===== src/rtl/preadd_pkg.sv =====
package preadd_pkg;
  localparam int MODE_W       = 5;
  localparam int MODE_A_FIRST = 0;
  localparam int MODE_SUB     = 3;
  localparam int MODE_B_FIRST = 4;
  typedef logic [MODE_W-1:0] mode_t;
endpackage


===== src/rtl/operand_pipe.sv =====
module operand_pipe #(
  parameter int W          = 27,
  parameter int DEPTH      = 2,
  parameter bit ASYNC_MODE = 1'b1
) (
  input  logic         clk_i,
  input  logic         rst_ni,
  input  logic         srst_i,
  input  logic         ce1_i,
  input  logic         ce2_i,
  input  logic         first_i,
  input  logic [W-1:0] d_i,
  output logic [W-1:0] sel_o,
  output logic [W-1:0] casc_o
);
  logic unused_ok;

  if (DEPTH == 0) begin : g_comb
    assign sel_o     = d_i;
    assign casc_o    = d_i;
    assign unused_ok = ^{clk_i, rst_ni, srst_i, ce1_i, ce2_i, first_i};
  end else begin : g_reg
    logic [W-1:0] s1_q, s2_q, s1_n, s2_n, s2_src;
    // depth 2 chains the stages; depth 1 loads both from the input
    assign s2_src = (DEPTH == 2) ? s1_q : d_i;
    assign s1_n   = srst_i ? '0 : (ce1_i ? d_i : s1_q);
    assign s2_n   = srst_i ? '0 : (ce2_i ? s2_src : s2_q);

    if (ASYNC_MODE) begin : g_async
      always_ff @(posedge clk_i or negedge rst_ni) begin
        if (!rst_ni) begin
          s1_q <= '0;
          s2_q <= '0;
        end else begin
          s1_q <= s1_n;
          s2_q <= s2_n;
        end
      end
      assign unused_ok = 1'b0;
    end else begin : g_sync
      always_ff @(posedge clk_i) begin
        s1_q <= s1_n;
        s2_q <= s2_n;
      end
      assign unused_ok = rst_ni;
    end

    assign sel_o  = first_i ? s1_q : s2_q;
    assign casc_o = s2_q;

    AST_OPERAND_RST_CLEAR: assert property (@(posedge clk_i) disable iff (!rst_ni)
      srst_i |=> (sel_o == '0 && casc_o == '0));
    AST_OPERAND_CE_HOLD: assert property (@(posedge clk_i) disable iff (!rst_ni)
      (!ce1_i && !ce2_i && !srst_i) |=> $stable(casc_o));
  end
endmodule


===== src/rtl/preadd_unit.sv =====
module preadd_unit #(
  parameter int W          = 27,
  parameter bit AD_REG     = 1'b1,
  parameter bit ASYNC_MODE = 1'b1
) (
  input  logic         clk_i,
  input  logic         rst_ni,
  input  logic         srst_i,
  input  logic         ce_i,
  input  logic         sub_i,
  input  logic [W-1:0] d_i,
  input  logic [W-1:0] x_i,
  output logic [W-1:0] ad_o
);
  logic [W-1:0] sum;
  logic         unused_ok;

  // wraps modulo 2^W
  assign sum = sub_i ? (d_i - x_i) : (d_i + x_i);

  if (AD_REG) begin : g_reg
    logic [W-1:0] ad_q, ad_n;
    assign ad_n = srst_i ? '0 : (ce_i ? sum : ad_q);
    if (ASYNC_MODE) begin : g_async
      always_ff @(posedge clk_i or negedge rst_ni) begin
        if (!rst_ni) ad_q <= '0;
        else         ad_q <= ad_n;
      end
      assign unused_ok = 1'b0;
    end else begin : g_sync
      always_ff @(posedge clk_i) ad_q <= ad_n;
      assign unused_ok = rst_ni;
    end
    assign ad_o = ad_q;

    AST_AD_RST_CLEAR: assert property (@(posedge clk_i) disable iff (!rst_ni)
      srst_i |=> (ad_o == '0));
    AST_AD_CE_HOLD: assert property (@(posedge clk_i) disable iff (!rst_ni)
      (!ce_i && !srst_i) |=> $stable(ad_o));
  end else begin : g_comb
    assign ad_o      = sum;
    assign unused_ok = ^{clk_i, rst_ni, srst_i, ce_i};
  end
endmodule


===== src/rtl/preadd_operand_stage.sv =====
module preadd_operand_stage
  import preadd_pkg::*;
#(
  parameter int A_W        = 27,
  parameter int B_W        = 24,
  parameter int D_W        = 27,
  parameter int A_DEPTH    = 2,
  parameter int B_DEPTH    = 1,
  parameter bit AD_REG     = 1'b1,
  parameter bit PRE_SEL_B  = 1'b0,
  parameter bit A_CASC_IN  = 1'b0,
  parameter bit B_CASC_IN  = 1'b0,
  parameter bit ASYNC_MODE = 1'b1
) (
  input  logic           clk_i,
  input  logic           rst_ni,
  input  logic [A_W-1:0] a_i,
  input  logic [A_W-1:0] acin_i,
  input  logic [B_W-1:0] b_i,
  input  logic [B_W-1:0] bcin_i,
  input  logic [D_W-1:0] d_i,
  input  logic [4:0]     mode_i,
  input  logic           ce_a1_i,
  input  logic           ce_a2_i,
  input  logic           ce_b1_i,
  input  logic           ce_b2_i,
  input  logic           ce_ad_i,
  input  logic           ce_mode_i,
  input  logic           rst_a_i,
  input  logic           rst_b_i,
  input  logic           rst_ad_i,
  input  logic           rst_mode_i,
  output logic [A_W-1:0] a_sel_o,
  output logic [B_W-1:0] b_sel_o,
  output logic [D_W-1:0] ad_o,
  output logic [A_W-1:0] acout_o,
  output logic [B_W-1:0] bcout_o
);
  mode_t          mode_q, mode_n;
  logic [A_W-1:0] a_src;
  logic [B_W-1:0] b_src;
  logic [D_W-1:0] a_ext, b_ext, pre_x;
  logic           unused_ok;

  assign a_src     = A_CASC_IN ? acin_i : a_i;
  assign b_src     = B_CASC_IN ? bcin_i : b_i;
  assign unused_ok = ^{a_i, acin_i, b_i, bcin_i, mode_q[2:1]};

  assign mode_n = rst_mode_i ? '0 : (ce_mode_i ? mode_t'(mode_i) : mode_q);
  if (ASYNC_MODE) begin : g_mode_async
    always_ff @(posedge clk_i or negedge rst_ni) begin
      if (!rst_ni) mode_q <= '0;
      else         mode_q <= mode_n;
    end
  end else begin : g_mode_sync
    always_ff @(posedge clk_i) mode_q <= mode_n;
  end

  AST_MODE_CE_HOLD: assert property (@(posedge clk_i) disable iff (!rst_ni)
    (!ce_mode_i && !rst_mode_i) |=> $stable(mode_q));

  operand_pipe #(.W(A_W), .DEPTH(A_DEPTH), .ASYNC_MODE(ASYNC_MODE)) u_a_pipe (
    .clk_i, .rst_ni, .srst_i(rst_a_i), .ce1_i(ce_a1_i), .ce2_i(ce_a2_i),
    .first_i(mode_q[MODE_A_FIRST]), .d_i(a_src), .sel_o(a_sel_o), .casc_o(acout_o)
  );

  operand_pipe #(.W(B_W), .DEPTH(B_DEPTH), .ASYNC_MODE(ASYNC_MODE)) u_b_pipe (
    .clk_i, .rst_ni, .srst_i(rst_b_i), .ce1_i(ce_b1_i), .ce2_i(ce_b2_i),
    .first_i(mode_q[MODE_B_FIRST]), .d_i(b_src), .sel_o(b_sel_o), .casc_o(bcout_o)
  );

  assign a_ext = D_W'($signed(a_sel_o));
  assign b_ext = D_W'($signed(b_sel_o));
  assign pre_x = PRE_SEL_B ? b_ext : a_ext;

  preadd_unit #(.W(D_W), .AD_REG(AD_REG), .ASYNC_MODE(ASYNC_MODE)) u_preadd (
    .clk_i, .rst_ni, .srst_i(rst_ad_i), .ce_i(ce_ad_i), .sub_i(mode_q[MODE_SUB]),
    .d_i, .x_i(pre_x), .ad_o
  );
endmodule


===== config.mk =====
export PLATFORM = sky130hd
export DESIGN_NAME = preadd_operand_stage
export DESIGN_NICKNAME = d
export VERILOG_FILES = /design/src/rtl/preadd_pkg.sv /design/src/rtl/operand_pipe.sv /design/src/rtl/preadd_unit.sv /design/src/rtl/preadd_operand_stage.sv
export SDC_FILE = /design/constraint.sdc
export NUM_CORES = 1
export LEC_CHECK = 0
export BUFFER_PORTS_ARGS = -buffer_cell sky130_fd_sc_hd__buf_2
export CAP_MARGIN = 20
export CORE_MARGIN = 3
export CORE_UTILIZATION = 46
export DETAILED_ROUTE_END_ITERATION = 12
export PLACE_DENSITY_LB_ADDON = 0.25
export SLEW_MARGIN = 20
export SYNTH_ARGS = -nofsm -noshare
export SYNTH_HDL_FRONTEND = slang
export SYNTH_SLANG_ARGS = --single-unit

===== constraint.sdc =====
create_clock -name clk_i -period 3.8 [get_ports clk_i]
set_input_delay 0.38 -clock clk_i [delete_from_list [all_inputs] [get_ports clk_i]]
set_output_delay 0.38 -clock clk_i [all_outputs]
set_load 0.01 [all_outputs]

* After elaboration in Yosys (flattened, before gate mapping) *
Cells that the tools add are included.

operators by class
  muxes and demuxes = 15
  reduce and logical (&&, ||, !) cells = 6
  add/subtract/negate cells = 2

operators by type and width
  cell                count
  two-way mux 27 bit  8
  two-way mux 24 bit  5
  adder 27 bit        1
  subtractor 27 bit   1
  nonzero test 2 bit  6
  two-way mux 5 bit   2

storage, ports and cells
  register bits after elaboration = 134
  input bits = 146
  output and inout bits = 129
  word-level logic and storage cells = 29

* Logic depth before layout (Yosys ltp) *
Gate-level depths: netlist (run 1).

  word-level depth = 5
  depth in mapped cells = 20

* Modules after synthesis *
A second synthesis (run 1) with hierarchy kept.

second synthesis, totals
  cells, all modules = 756
  area total of the unflattened synthesis = 8046.5 µm²

modules (own cells, without submodules)
  module                   instances  cells an instance  seq. area each (µm²)  area each (µm²)
  preadd_unit              1          361                675.6                 2940.3
  operand_pipe (u_a_pipe)  1          204                1351.3                2633.8
  operand_pipe (u_b_pipe)  1          182                1201.2                2356.0
  preadd_operand_stage     1          9                  75.1                  116.4

* Worst setup path before layout (run 1) *
No wires, ideal clock.

  path kind = flip-flop to flip-flop
  start point = reg mode_q[0]
  end point = reg u_preadd.g_reg.ad_q[23] (netlist: u_preadd.ad_o[23])
  setup time = 0.121 ns
  cell stages (with the launch flop) = 20
  arrival time = 4.057 ns
  slack = -0.378 ns
  path buffers = 1
  clock period less this slack = 4.178 ns
  cell sequence = dfrtp_1 > buf_6 > mux2_2 > inv_1 > ha_1 > nor4bb_1 > o22ai_1 > nor3_1 > o21ai_0 > nand2_1 > xor2_1 > ha_1 > a211oi_2 > nor2_1 > or4_1 > a221oi_1 > o41ai_2 > o221ai_2 > xnor2_1 > a22o_1

between the ends
  cells in the longest elaborated chain, start to end = 5
  elaborated cells between the ends (all ways) = 6
  classes of those cells = add/sub: 2; mux: 4

RTL lines
  element                                            RTL line                    text
  start: declaration                                 preadd_operand_stage.sv:39  mode_t mode_q, mode_n;
  start signal: assignment                           preadd_operand_stage.sv:53  else mode_q <= mode_n;
  two-way mux 27 bit (*)                             operand_pipe.sv:48          assign sel_o = first_i ? s1_q : s2_q;
  via a_sel_o[0]                                     preadd_operand_stage.sv:33  output logic [A_W-1:0] a_sel_o,
  adder 27 bit or subtractor 27 bit (tied branches)  preadd_unit.sv:19           assign sum = sub_i ? (d_i - x_i) : (d_i + x_i);
  two-way mux 27 bit (*)                             preadd_unit.sv:19
  two-way mux 27 bit (*) (2 in series)               preadd_unit.sv:23           assign ad_n = srst_i ? '0 : (ce_i ? sum : ad_q);
  end signal: assignment                             preadd_unit.sv:27           else ad_q <= ad_n;
  end: declaration                                   preadd_unit.sv:22           logic [W-1:0] ad_q, ad_n;

Mark *: on every way through the listed nets, which the timed path passes. The rest lies on a longest branch. The select of a mux whose other input is x is not followed.
A chain may end at the register's enable or synchronous reset.

* Final worst setup path (run 1) *
  start point = reg mode_q[0]
  end point = reg u_preadd.g_reg.ad_q[23] (netlist: u_preadd.ad_o[23])

between the ends
  cells in the longest elaborated chain, start to end = 5
  elaborated cells between the ends (all ways) = 6
  classes of those cells = add/sub: 2; mux: 4

RTL lines
  element                                            RTL line
  two-way mux 27 bit (*)                             operand_pipe.sv:48
  adder 27 bit or subtractor 27 bit (tied branches)  preadd_unit.sv:19
  two-way mux 27 bit (*)                             preadd_unit.sv:19
  two-way mux 27 bit (*) (2 in series)               preadd_unit.sv:23

Every way passes the cells marked *; elsewhere a longest branch is shown, timed or not. The select of a mux whose other input is x is not followed.

==> results of run 1 <==
-- layer usage --
metal  vias to the layer above  global-route usage [%]  part of all wire, %
met5                         -                       0                 0.22
met4                         8                   6.751                  1.8
met3                        40                   6.930                  7.4
met2                       225                   36.39                   46
met1                      3289                   30.45                   44
li1                       3424                       -                    -
-- cells in the final DEF (no fill, tap or decap), types with 5 or more instances in the layout --
master / instances
xor2_1: 14
nor3_1: 15
ha_1: 26
o21ai_1: 10
a21oi_2: 7
inv_1: 13
buf_2: 220
nor2_1: 158
a21o_1: 7
nand3_1: 7
clkbuf_16: 18
buf_4: 80
o21ai_0: 16
nand2b_1: 6
mux2i_1: 121
a21oi_1: 31
dfrtp_1: 131
nand2_1: 28
mux2_2: 43
a211oi_1: 5
xnor2_1: 31
-- path summary, 6_finish.rpt --
kind                                     endpoint  slack (ns)  depth (start not counted)
max                             u_preadd.ad_o[23]       -0.09                         19
min                              u_preadd.ad_o[1]        0.10                          1
max reg2reg                     u_preadd.ad_o[23]       -0.09                         19
min reg2reg                     u_preadd.ad_o[24]        0.47                          2
max in group asynchronous  u_b_pipe.g_reg.s1_q[4]        2.85                          2
min in group clk_i                      mode_q[0]        0.13                          2
-- sequential cells by signal, summed over array words and instances, names as in the netlist --
register / cells
u_b_pipe.g_reg.s1_q: 24
u_b_pipe.casc_o: 24
u_a_pipe.g_reg.s1_q: 27
mode_q: 3
u_a_pipe.casc_o: 27
u_preadd.ad_o: 27
-- synth_stat cells, types with 15 or more instances --
cell	instances
nand2_1	30
clkbuf_1	31
ha_1	27
dfrtp_1	132
nor2_1	161
inv_1	15
xnor2_1	32
a21oi_1	39
mux2_2	45
o21ai_0	28
nor3_1	18
mux2i_1	123
-- logic make-up (layout without fill, tap and decap cells) --
kind of cell	count (synthesis)	after routing	share of synthesized area, %
buf+inv	65	352	3.388
xor+xnor	47	47	5.325
fa+ha+maj	28	28	4.466
compound gates	123	123	10.04
simple gates	252	252	13.68
other cells	0	1	0
flops	132	132	41.22
mux	169	169	21.88
-- timing repair --
action	in CTS	in global routing
pin swaps	12	24
buffers inserted	2	4
resized for setup	20	42
hold buffers	0	0
cloned	0	1
setup endpoints to repair	7	14
-- worst register-to-register path, stage by stage (launching register included) --
cell	delay [ns]
dfrtp_2	0.45
mux2_4	0.33
inv_4	0.06
ha_4	0.13
nor4bb_4	0.23
o22ai_2	0.14
nor3_2	0.18
buf_4	0.16
nand2b_1	0.06
nand2_1	0.08
xor2_1	0.16
ha_1	0.28
o21ai_1	0.12
nor2_2	0.06
or4_4	0.43
a221oi_4	0.28
o41ai_4	0.14
o221ai_2	0.19
xnor2_1	0.09
a22o_1	0.20
-- per-stage QoR --
| stage | util (%) | setup TNS (ns) | hold WS, ns |
|---|---|---|---|
| after floorplan | - | -0.09991 | 0.08441 |
| after global placement | 58.48 | -0.2957 | 0.4573 |
| after detailed placement | 58.48 | -0.5331 | 0.4672 |
| after CTS | 62.88 | -0.1993 | 0.1157 |
| after global routing | 64.13 | -1.487 | 0.1165 |
| final | 64.13 | -0.08582 | 0.1043 |
-- power breakdown --
| part | internal, mW | switching [mW] | leakage (nW) |
|---|---|---|---|
| clock | 1.05 | 0.697 | 0.308 |
| combinational | 0.879 | 0.915 | 3.65 |
| sequential | 1.52 | 0.0908 | 1.76 |
| total | 3.45 | 1.70 | 5.72 |
-- layout make-up --
cell class	instances	area (sq um)	area share, %
flip-flops and latches	132	3304	30.63
inverters	16	62.56	0.5800
diodes	1	2.502	0.02320
clock inverters	15	195.2	1.810
well taps	220	275.3	2.552
repair buffers	304	1785	16.55
multi-input cells	619	4736	43.90
clock buffers	17	425.4	3.944
==> results.yml, run 1 <==
drt:
  first_iter_violations: 301
  vias: 6986
  avgRoutedWirePerCell_um: 16.63
  firstDrtPassIters: 5
  via_per_inst: 5.276
  postRouteAntennaNets: 0
  finalWirelength_um: 22020
  drc: 0
global_routing:
  grt_pass1_vias: 6677
  grt_pass1_wl_um: 34260
  grt_start_max_net_pins: 74
  antenna_found_initial: 5
  grt_remaining_overflow: 0
  grt_usage_pct: 22.95
placement:
  dpl_cell_area_sq_um: 9836
  dp.cells: 1284
  pre_cts_slack_ns: -0.1747
  place_congestion: 0.8954
  port_buffers: 221
  dp_hpwl_um: 16070
sta:
  min_period_ns: 3.886
  rsz0062_at_grt: "true"
  worst_slew_pin_slew_ns: 1.114
  period_share_pct: 102.3
  finalHoldViolCount: 0
  timing.slew.headroom_pct: 25.74
  setup_violations: 1
  slew_violations: 0
  fmax_ghz: 0.2573
  clock-skew-final_ns: 0.01349
  worst_slack_ns: -0.08582
floorplanning:
  io_pins: 275
  fp-row-count: 47
  die-area_sq_um: 19040
  initial_utilization_pct: 47.64
  die_w_um: 138.0
  core-area_sq_um: 16820
  die_y_um: 138.0
synthesis:
  yosysUniqueCellTypes: 66
  synth_warnings: 0
  synth-edff-count: 0
  yosys-top-cells-area: "dfrtp_1 (41%), mux2i_1 (15%), nor2_1 (7.5%)"
  synth_flop_cell: "dfrtp_1"
  synth-seq-cells: 132
  netlist_instances: 816
  synth.top_cell.area_share_pct: 41.22
  synth.avg_cell_area_sq_um: 9.819
  syn_area_sq_um: 8013
  synthArstFlopShare_pct: 100.0
  syn_nets: 990
  ys_seq_area_share_pct: 41.22
  synth.largest_area_cell: "dfrtp_1"
clock_network:
  cts_inserted_buffers: 17
  ctsHtreeMaxLevel: 4
  cts_tree: "yes"
  clk_latency_ns: 0.42
  cts_root_buffer: "clkbuf_16"
  clockBufferDepth: 2
  clock-sinks: 132
  clkTransAtPathRegs_ns: 0.06
power:
  ir_worst_vdd_v: 0.0004068
  total_power_mw: 5.157
  powerDensity_nw_per_um2: 478.1
  leakage_nw: 5.723
setup_path:
  cp_top_family: "compound AO/OA/AOI/OAI gates"
  crit_start: "mode_q[0]"
  worstSetupPathType: "reg -> reg"
  cp-start-kind: "flip-flop"
  crit_slowest_cell: "dfrtp_2"
  r2r_start: "mode_q[0]"
  cp.buffers_inverters: 2
  cpPeakStageDelay_ns: 0.45
  cp_cell_sequence: "mux2_4, inv_4, ha_4, nor4bb_4, o22ai_2, nor3_2, buf_4, nand2b_1, nand2_1, xor2_1, ha_1, o21ai_1, nor2_2, or4_4, a221oi_4, o41ai_4, o221ai_2, xnor2_1, a22o_1"
  worst_ep_arrival_time_ns: 4.19
  cp.required_ns: 4.11
  crit_path_end_kind: "flip-flop"
  path_max_fanout: 4
finish:
  drive_gt1_share_pct: 39.62
  stdcell_count: 1324
  fin_nets: 1264
  syn_to_final_growth_pct: 34.62
  design_area_sq_um: 10790
  fill_cells: 1394
run_status:
  violations: "setup timing"
  status: "finished, violations left"
worst_hold_path:
  min_path_type: "in -> async"
run:
  maxCapViolations: 0
No activity file was read; power rests on OpenSTA's default activity.
==> run 2, diff against run 1 <==
--- a/config.mk
+++ b/config.mk
@@ -14,4 +14,5 @@
 export SLEW_MARGIN = 20
 export SYNTH_ARGS = -nofsm -noshare
 export SYNTH_HDL_FRONTEND = slang
+export SYNTH_HIERARCHICAL = 1
 export SYNTH_SLANG_ARGS = --single-unit
==> run 2 against run 1 <==
Against the previous run:
- the flow still finishes with violations (setup timing)
- combinational power grew 16%
- first-iteration DRC count grew 29%
- wire length grew 1.0%
- sequential power is essentially flat
- cell count shrank 2.0%
- synthesized cell count shrank 7.4%
- die area grew 0.41%
- sequential share of layout area shrank 0.082 points
- via count shrank 3.3%
- area after synthesis grew 0.42%
- clock power shrank 4%
- clock skew shrank 0.0021 ns
- critical endpoint is now u_preadd/ad_o[24]
- largest power group unchanged
==> results.yml, run 2 <==
run_status:
  status: "finished, violations left"
  violations: "setup timing"
drt:
  first_iter_violations: 388
  via_per_inst: 5.210
  postRouteAntennaNets: 0
  vias: 6758
  drc: 0
  avgRoutedWirePerCell_um: 17.15
  firstDrtPassIters: 4
  finalWirelength_um: 22240
placement:
  port_buffers: 221
  place_congestion: 0.8364
  dp_hpwl_um: 15890
  dp.cells: 1253
power:
  ir_worst_vdd_v: 0.0003737
  powerDensity_nw_per_um2: 497.0
  leakage_nw: 5.804
finish:
  stdcell_count: 1297
  syn_to_final_growth_pct: 34.36
  fin_nets: 1238
  final_common_cell: "buf_2"
  fill_cells: 1375
  final_cell_mix: "buf_2 (220), nor2_1 (147), dfrtp_1 (132), mux2i_1 (115), buf_4 (105)"
  drive_gt1_share_pct: 43.91
clock_network:
  clkTransAtPathRegs_ns: 0.06
  cts_root_buffer: "clkbuf_16"
  cts_tree: "yes"
  clk_latency_ns: 0.42
  ctsHtreeMaxLevel: 4
  clockBufferDepth: 2
  ctsHoldBuffers: 0
  cts_inserted_buffers: 17
  clock-sinks: 132
global_routing:
  met3_usage_pct: 5.801
  busiest_layer: "met2"
  antenna_found_initial: 2
  grtUsageMet2_pct: 35.15
  grt_pass1_wl_um: 35330
  grt_usage_pct: 22.57
  grt_remaining_overflow: 0
  grt_start_max_net_pins: 114
  grt_use_met1_pct: 31.33
  grt_pass1_vias: 6745
floorplanning:
  initial_utilization_pct: 47.68
  fp-row-count: 47
  die_y_um: 138.3
  io_pins: 275
  die_w_um: 138.3
  die-area_sq_um: 19120
  core-area_sq_um: 16880
sta:
  rsz0062_at_grt: "true"
  period_share_pct: 106.3
  setup_tns_ns: -1.798
  worst_slack_ns: -0.2391
  min_period_ns: 4.039
  fmax_ghz: 0.2476
  setup_violations: 12
  slew_violations: 0
  worst_slew_pin_slew_ns: 0.9970
  finalHoldViolCount: 0
  clock-skew-final_ns: 0.01142
  timing.slew.headroom_pct: 33.53
setup_path:
  path_max_fanout: 8
  cp-start-kind: "flip-flop"
  rr_endpoint: "u_preadd/ad_o[24]"
  ff2ff_path_depth: 16
  worstSetupPathType: "reg -> reg"
  cp.required_ns: 4.10
  rrSetupSlack_ns: -0.24
  worst_ep_arrival_time_ns: 4.34
  crit_path_end_kind: "flip-flop"
  r2r_start: "mode_q[0]"
synthesis:
  synth.top_cell.area_share_pct: 41.05
  synth_fa_ha_area_share_pct: 4.447
  netlist_instances: 756
  yosysUniqueCellTypes: 56
  synth_warnings: 6
  yosys.area_share.simple_pct: 11.96
  ys_seq_area_share_pct: 41.05
  synth-seq-cells: 132
  syn_area_sq_um: 8046
  synth.largest_area_cell: "dfrtp_1"
  yosysMostFrequentCell: "nor2_1"
  synth-compound-area-share_pct: 9.190
  synth_commonest_cells: "nor2_1 (154), dfrtp_1 (132), mux2i_1 (115)"
  synth_xor_area_share_pct: 5.100
  syn_nets: 930
  synth.avg_cell_area_sq_um: 10.64
  synthArstFlopShare_pct: 100.0
  synth-edff-count: 0
  synth_top_family_by_area: "multiplexers"
  muxShareOfSynthArea_pct: 23.31
  synth_flop_cell: "dfrtp_1"
  yosys-top-cells-area: "dfrtp_1 (41%), mux2i_1 (14%), mux2_4 (7.5%)"
worst_hold_path:
  min_path_type: "in -> async"
run:
  maxCapViolations: 0
run 2: worst max-delay path by stage:
| stage | from | end | slack (ns) | depth (start not counted) |
|---|---|---|---|---|
| floorplan | mode_q[0] | u_preadd/ad_o[24] | -0.33 | 18 |
| global placement | mode_q[0] | u_preadd/ad_o[24] | -0.18 | 16 |
| detailed placement | mode_q[0] | u_preadd/ad_o[24] | -0.22 | 16 |
| CTS | mode_q[0] | u_preadd/ad_o[24] | -0.20 | 16 |
| global route | mode_q[0] | u_preadd/ad_o[24] | -0.43 | 16 |
| finish | mode_q[0] | u_preadd/ad_o[24] | -0.24 | 16 |
run 2: area by class of cell:
type	instances	area [sq um]	share of cell area [%]
Timing Repair Buffer	330	1957	18.10
Tap cell	220	275.3	2.546
Multi-Input combinational cell	572	4634	42.87
Inverter	11	41.29	0.3819
Clock inverter	11	152.6	1.412
Antenna cell	2	5.005	0.04629
Sequential cell	132	3303	30.55
Clock buffer	19	442.9	4.097
run 2: per-layer routing:
layer / vias up / part of all wire, %
met5: - / 0
met3: 27 / 5.7
met1: 3251 / 46
met2: 193 / 47
li1: 3287 / -
met4: 0 / 1.3
run 2: cell families after synthesis:
| logic type | count (synthesis) |
|---|---|
| buf+inv | 52 |
| compound gates | 111 |
| mux | 166 |
| xor+xnor | 46 |
| simple gates | 221 |
| fa+ha+maj | 28 |
| flops | 132 |
run 2: critical path, stage by stage, from the launching register on:
cell and delay, ns:
dfrtp_1 0.39, buf_12 0.14, mux2_4 0.30, or4_4 0.55, or3_1 0.34, a21oi_2 0.16, o21ai_1 0.10, xnor2_1 0.26
ha_4 0.28, a21oi_4 0.16, o21ai_2 0.09, nor4_2 0.21, a21oi_2 0.12, a221oi_2 0.32, a31oi_1 0.14, xor2_1 0.17
a22o_1 0.20
run 2: power by group:
part           leakage, nW  total [mW]  switching (mW)  internal [mW]
combinational         3.75        2.08            1.05           1.02
clock                0.294        1.68           0.634           1.05
sequential            1.76        1.61          0.0853           1.53
run 2: through the flow:
step | hold slack [ns] | setup slack (ns) | power [mW] | area (sq um) | utilization, %
global placement | 0.4757 | -0.1807 | 3.441 | 9853 | 58.38
detailed placement | 0.4906 | -0.2219 | 3.473 | 9853 | 58.38
floorplan | 0.08441 | -0.3348 | 2.758 | 8082 | -
CTS | 0.1379 | -0.2003 | 5.249 | 10600 | 62.78
finish | 0.07528 | -0.2391 | 5.373 | 10810 | 64.06
global route | 0.1407 | -0.4276 | 5.671 | 10810 | 64.06
run 2: what timing repair did:
action,CTS,global route
setup endpoints to repair,14,16
resized for setup,26,38
setup buffers,6,8
gates cloned,0,0
pin swaps,20,24
hold endpoints to repair,0,0
==> run 3, diff against run 2 <==
--- a/config.mk
+++ b/config.mk
@@ -11,6 +11,7 @@
 export CORE_UTILIZATION = 46
 export DETAILED_ROUTE_END_ITERATION = 12
 export PLACE_DENSITY_LB_ADDON = 0.25
+export REMOVE_ABC_BUFFERS = 1
 export SLEW_MARGIN = 20
 export SYNTH_ARGS = -nofsm -noshare
 export SYNTH_HDL_FRONTEND = slang
==> run 3 against run 2 <==
Against the previous run:
- the flow still finishes with violations (setup timing)
- die area is the same
- clock power rose by 18%
- global-route usage grew 0.10 points
- cell count up 0.77%
- non-clock buffer count increased by 9
- critical endpoint is now u_preadd/ad_o[23]
==> results.yml, run 3 (synthesis results as in run 2) <==
setup_path:
  path_max_fanout: 7
  crit_slowest_cell: "or4_4"
  crit_path_end_kind: "flip-flop"
  worstSetupPathType: "reg -> reg"
  cp.required_ns: 4.10
  worst_ep_arrival_time_ns: 4.40
  cp-start-kind: "flip-flop"
  cpPeakStageDelay_ns: 0.53
  cp_cell_sequence: "mux2_4, or4_4, or3_4, a21oi_4, o21ai_1, xnor2_1, ha_1, buf_4, o21a_1, o21ai_1, a21o_1, o41ai_4, buf_4, a221oi_2, xnor2_1, a22o_1"
placement:
  port_buffers: 221
  place_congestion: 0.9881
  dp_hpwl_um: 15730
  dp.cells: 1258
  dpl_cell_area_sq_um: 9843
clock_network:
  cts_tree: "yes"
  cts_inserted_buffers: 17
  clockBufferDepth: 2
  clkTransAtPathRegs_ns: 0.06
  clock-sinks: 132
  clk_latency_ns: 0.41
  cts_root_buffer: "clkbuf_16"
  ctsHtreeMaxLevel: 4
floorplanning:
  die-area_sq_um: 19120
  fp-row-count: 47
  io_pins: 275
  die_w_um: 138.3
  core-area_sq_um: 16880
  initial_utilization_pct: 47.68
  die_y_um: 138.3
drt:
  drc: 0
  finalWirelength_um: 21830
  avgRoutedWirePerCell_um: 16.71
  via_per_inst: 5.207
  postRouteAntennaNets: 0
  first_iter_violations: 318
  firstDrtPassIters: 5
  vias: 6805
sta:
  setup_tns_ns: -1.548
  rsz0062_at_grt: "true"
  min_period_ns: 4.096
  worst_slew_pin_slew_ns: 1.006
  worst_slack_ns: -0.2959
  finalHoldViolCount: 0
  period_share_pct: 107.8
  setup_violations: 10
  timing.slew.headroom_pct: 32.95
  fmax_ghz: 0.2441
  clock-skew-final_ns: 0.005372
  slew_violations: 0
finish:
  stdcell_count: 1307
  fill_cells: 1365
  design_area_sq_um: 10910
  syn_to_final_growth_pct: 35.55
  fin_nets: 1247
  drive_gt1_share_pct: 43.19
  final_cell_mix: "buf_2 (220), nor2_1 (150), dfrtp_1 (131), mux2i_1 (115), buf_4 (114)"
  final_common_cell: "buf_2"
global_routing:
  grt_usage_pct: 22.67
  antenna_found_initial: 2
  grt_remaining_overflow: 0
  grt_start_max_net_pins: 67
  grt_pass1_wl_um: 35560
  grt_pass1_vias: 6864
worst_hold_path:
  min_path_type: "in -> reg"
run_status:
  status: "finished, violations left"
  violations: "setup timing"
power:
  ir_worst_vdd_v: 0.0003154
  p_switching_mw: 1.716
  sw_frac_of_total_pct: 30.55
  internal_power_mw: 3.901
  total_power_mw: 5.618
  p_clk_share_pct: 35.3
  leakage_nw: 5.866
  seqPwrFrac_pct: 28.6
  comb_power_share_pct: 36.1
  powerDensity_nw_per_um2: 515.1
run:
  maxCapViolations: 0
-- run 3: cell types whose count changed in the layout (fill, tap and decap cells not counted), sizes merged --
cell | previous run | this run
diode | 2 | 1
dlygate4sd3 | 0 | 1
inv | 13 | 12
buf | 329 | 338
clkinvlp | 0 | 2
bufinv | 3 | 7
clkinv | 6 | 2
-- run 3: worst paths after layout --
| check | from | to | slack [ns] | cells after the start |
|---|---|---|---|---|
| hold reg to reg | u_preadd/ad_o[21] | u_preadd/ad_o[21] | 0.50 | 1 |
| setup reg to reg | mode_q[0] | u_preadd/ad_o[23] | -0.30 | 16 |
| min in group asynchronous | rst_ni | u_preadd/ad_o[4] | 0.52 | 2 |
| max in group asynchronous | rst_ni | u_a_pipe/casc_o[25] | 2.37 | 3 |
| hold / removal | rst_mode_i | mode_q[4] | 0.15 | 2 |
| setup / recovery | mode_q[0] | u_preadd/ad_o[23] | -0.30 | 16 |
-- run 3: stage by stage --
step	worst slack (ns)	util, %	hold slack [ns]
after floorplan	-1.162	-	0.08441
after global placement	-0.3682	58.32	0.4067
after detailed placement	-0.4771	58.32	0.4017
after CTS	-0.2416	63.33	0.1300
after global routing	-0.4491	64.62	0.1383
final	-0.2959	64.62	0.1526
-- run 3: cell type report --
class                           instances  area (sq um)  share of cell area (%)
Antenna cell                            1         2.502                 0.02294
Timing Repair Buffer                  339          2012                   18.45
Inverter                               11         41.29                  0.3786
Multi-Input combinational cell        572          4557                   41.78
Sequential cell                       132          3304                   30.30
Clock buffer                           20         466.7                   4.279
Tap cell                              220         275.3                   2.524
Clock inverter                         12         247.7                   2.271
-- run 3: routing by layer --
layer,wire length [um],vias up,part of all wire (%),track usage [%]
met5,7,-,0.032,0
met4,381,2,1.7,7.124
met3,1589,27,7.3,6.457
met2,10480,211,48,36.72
met1,9371,3264,43,29.63
li1,-,3301,-,-
-- run 3: worst max-delay path: cells and delay by family, from the launching register on --
family	cells	cell delay, ns
and+or+nand+nor	2	0.89
xor gates and xnor gates	2	0.24
AOI/OAI and AO/OA	8	1.41
buffers and inverters	2	0.32
muxes	1	0.32
DFF	1	0.47
adders and majority gates	1	0.32
-- run 3: what timing repair did --
item,in CTS,in global routing
pin swaps,19,39
hold buffers,1,0
setup buffers,3,13
setup endpoints to repair,13,17
hold endpoints to repair,64,0
resized for setup,31,30
-- run 3: power groups by stage --
stage / combinational, mW / sequential (mW) / clock [mW]
3_5_place_dp: 1.79 / 1.63 / 0
5_1_grt: 2.22 / 1.62 / 2.08
3_3_place_gp: 1.78 / 1.62 / 0
4_1_cts: 1.88 / 1.60 / 2.01
6_report: 2.03 / 1.61 / 1.98
2_1_floorplan: 0.985 / 1.67 / 0
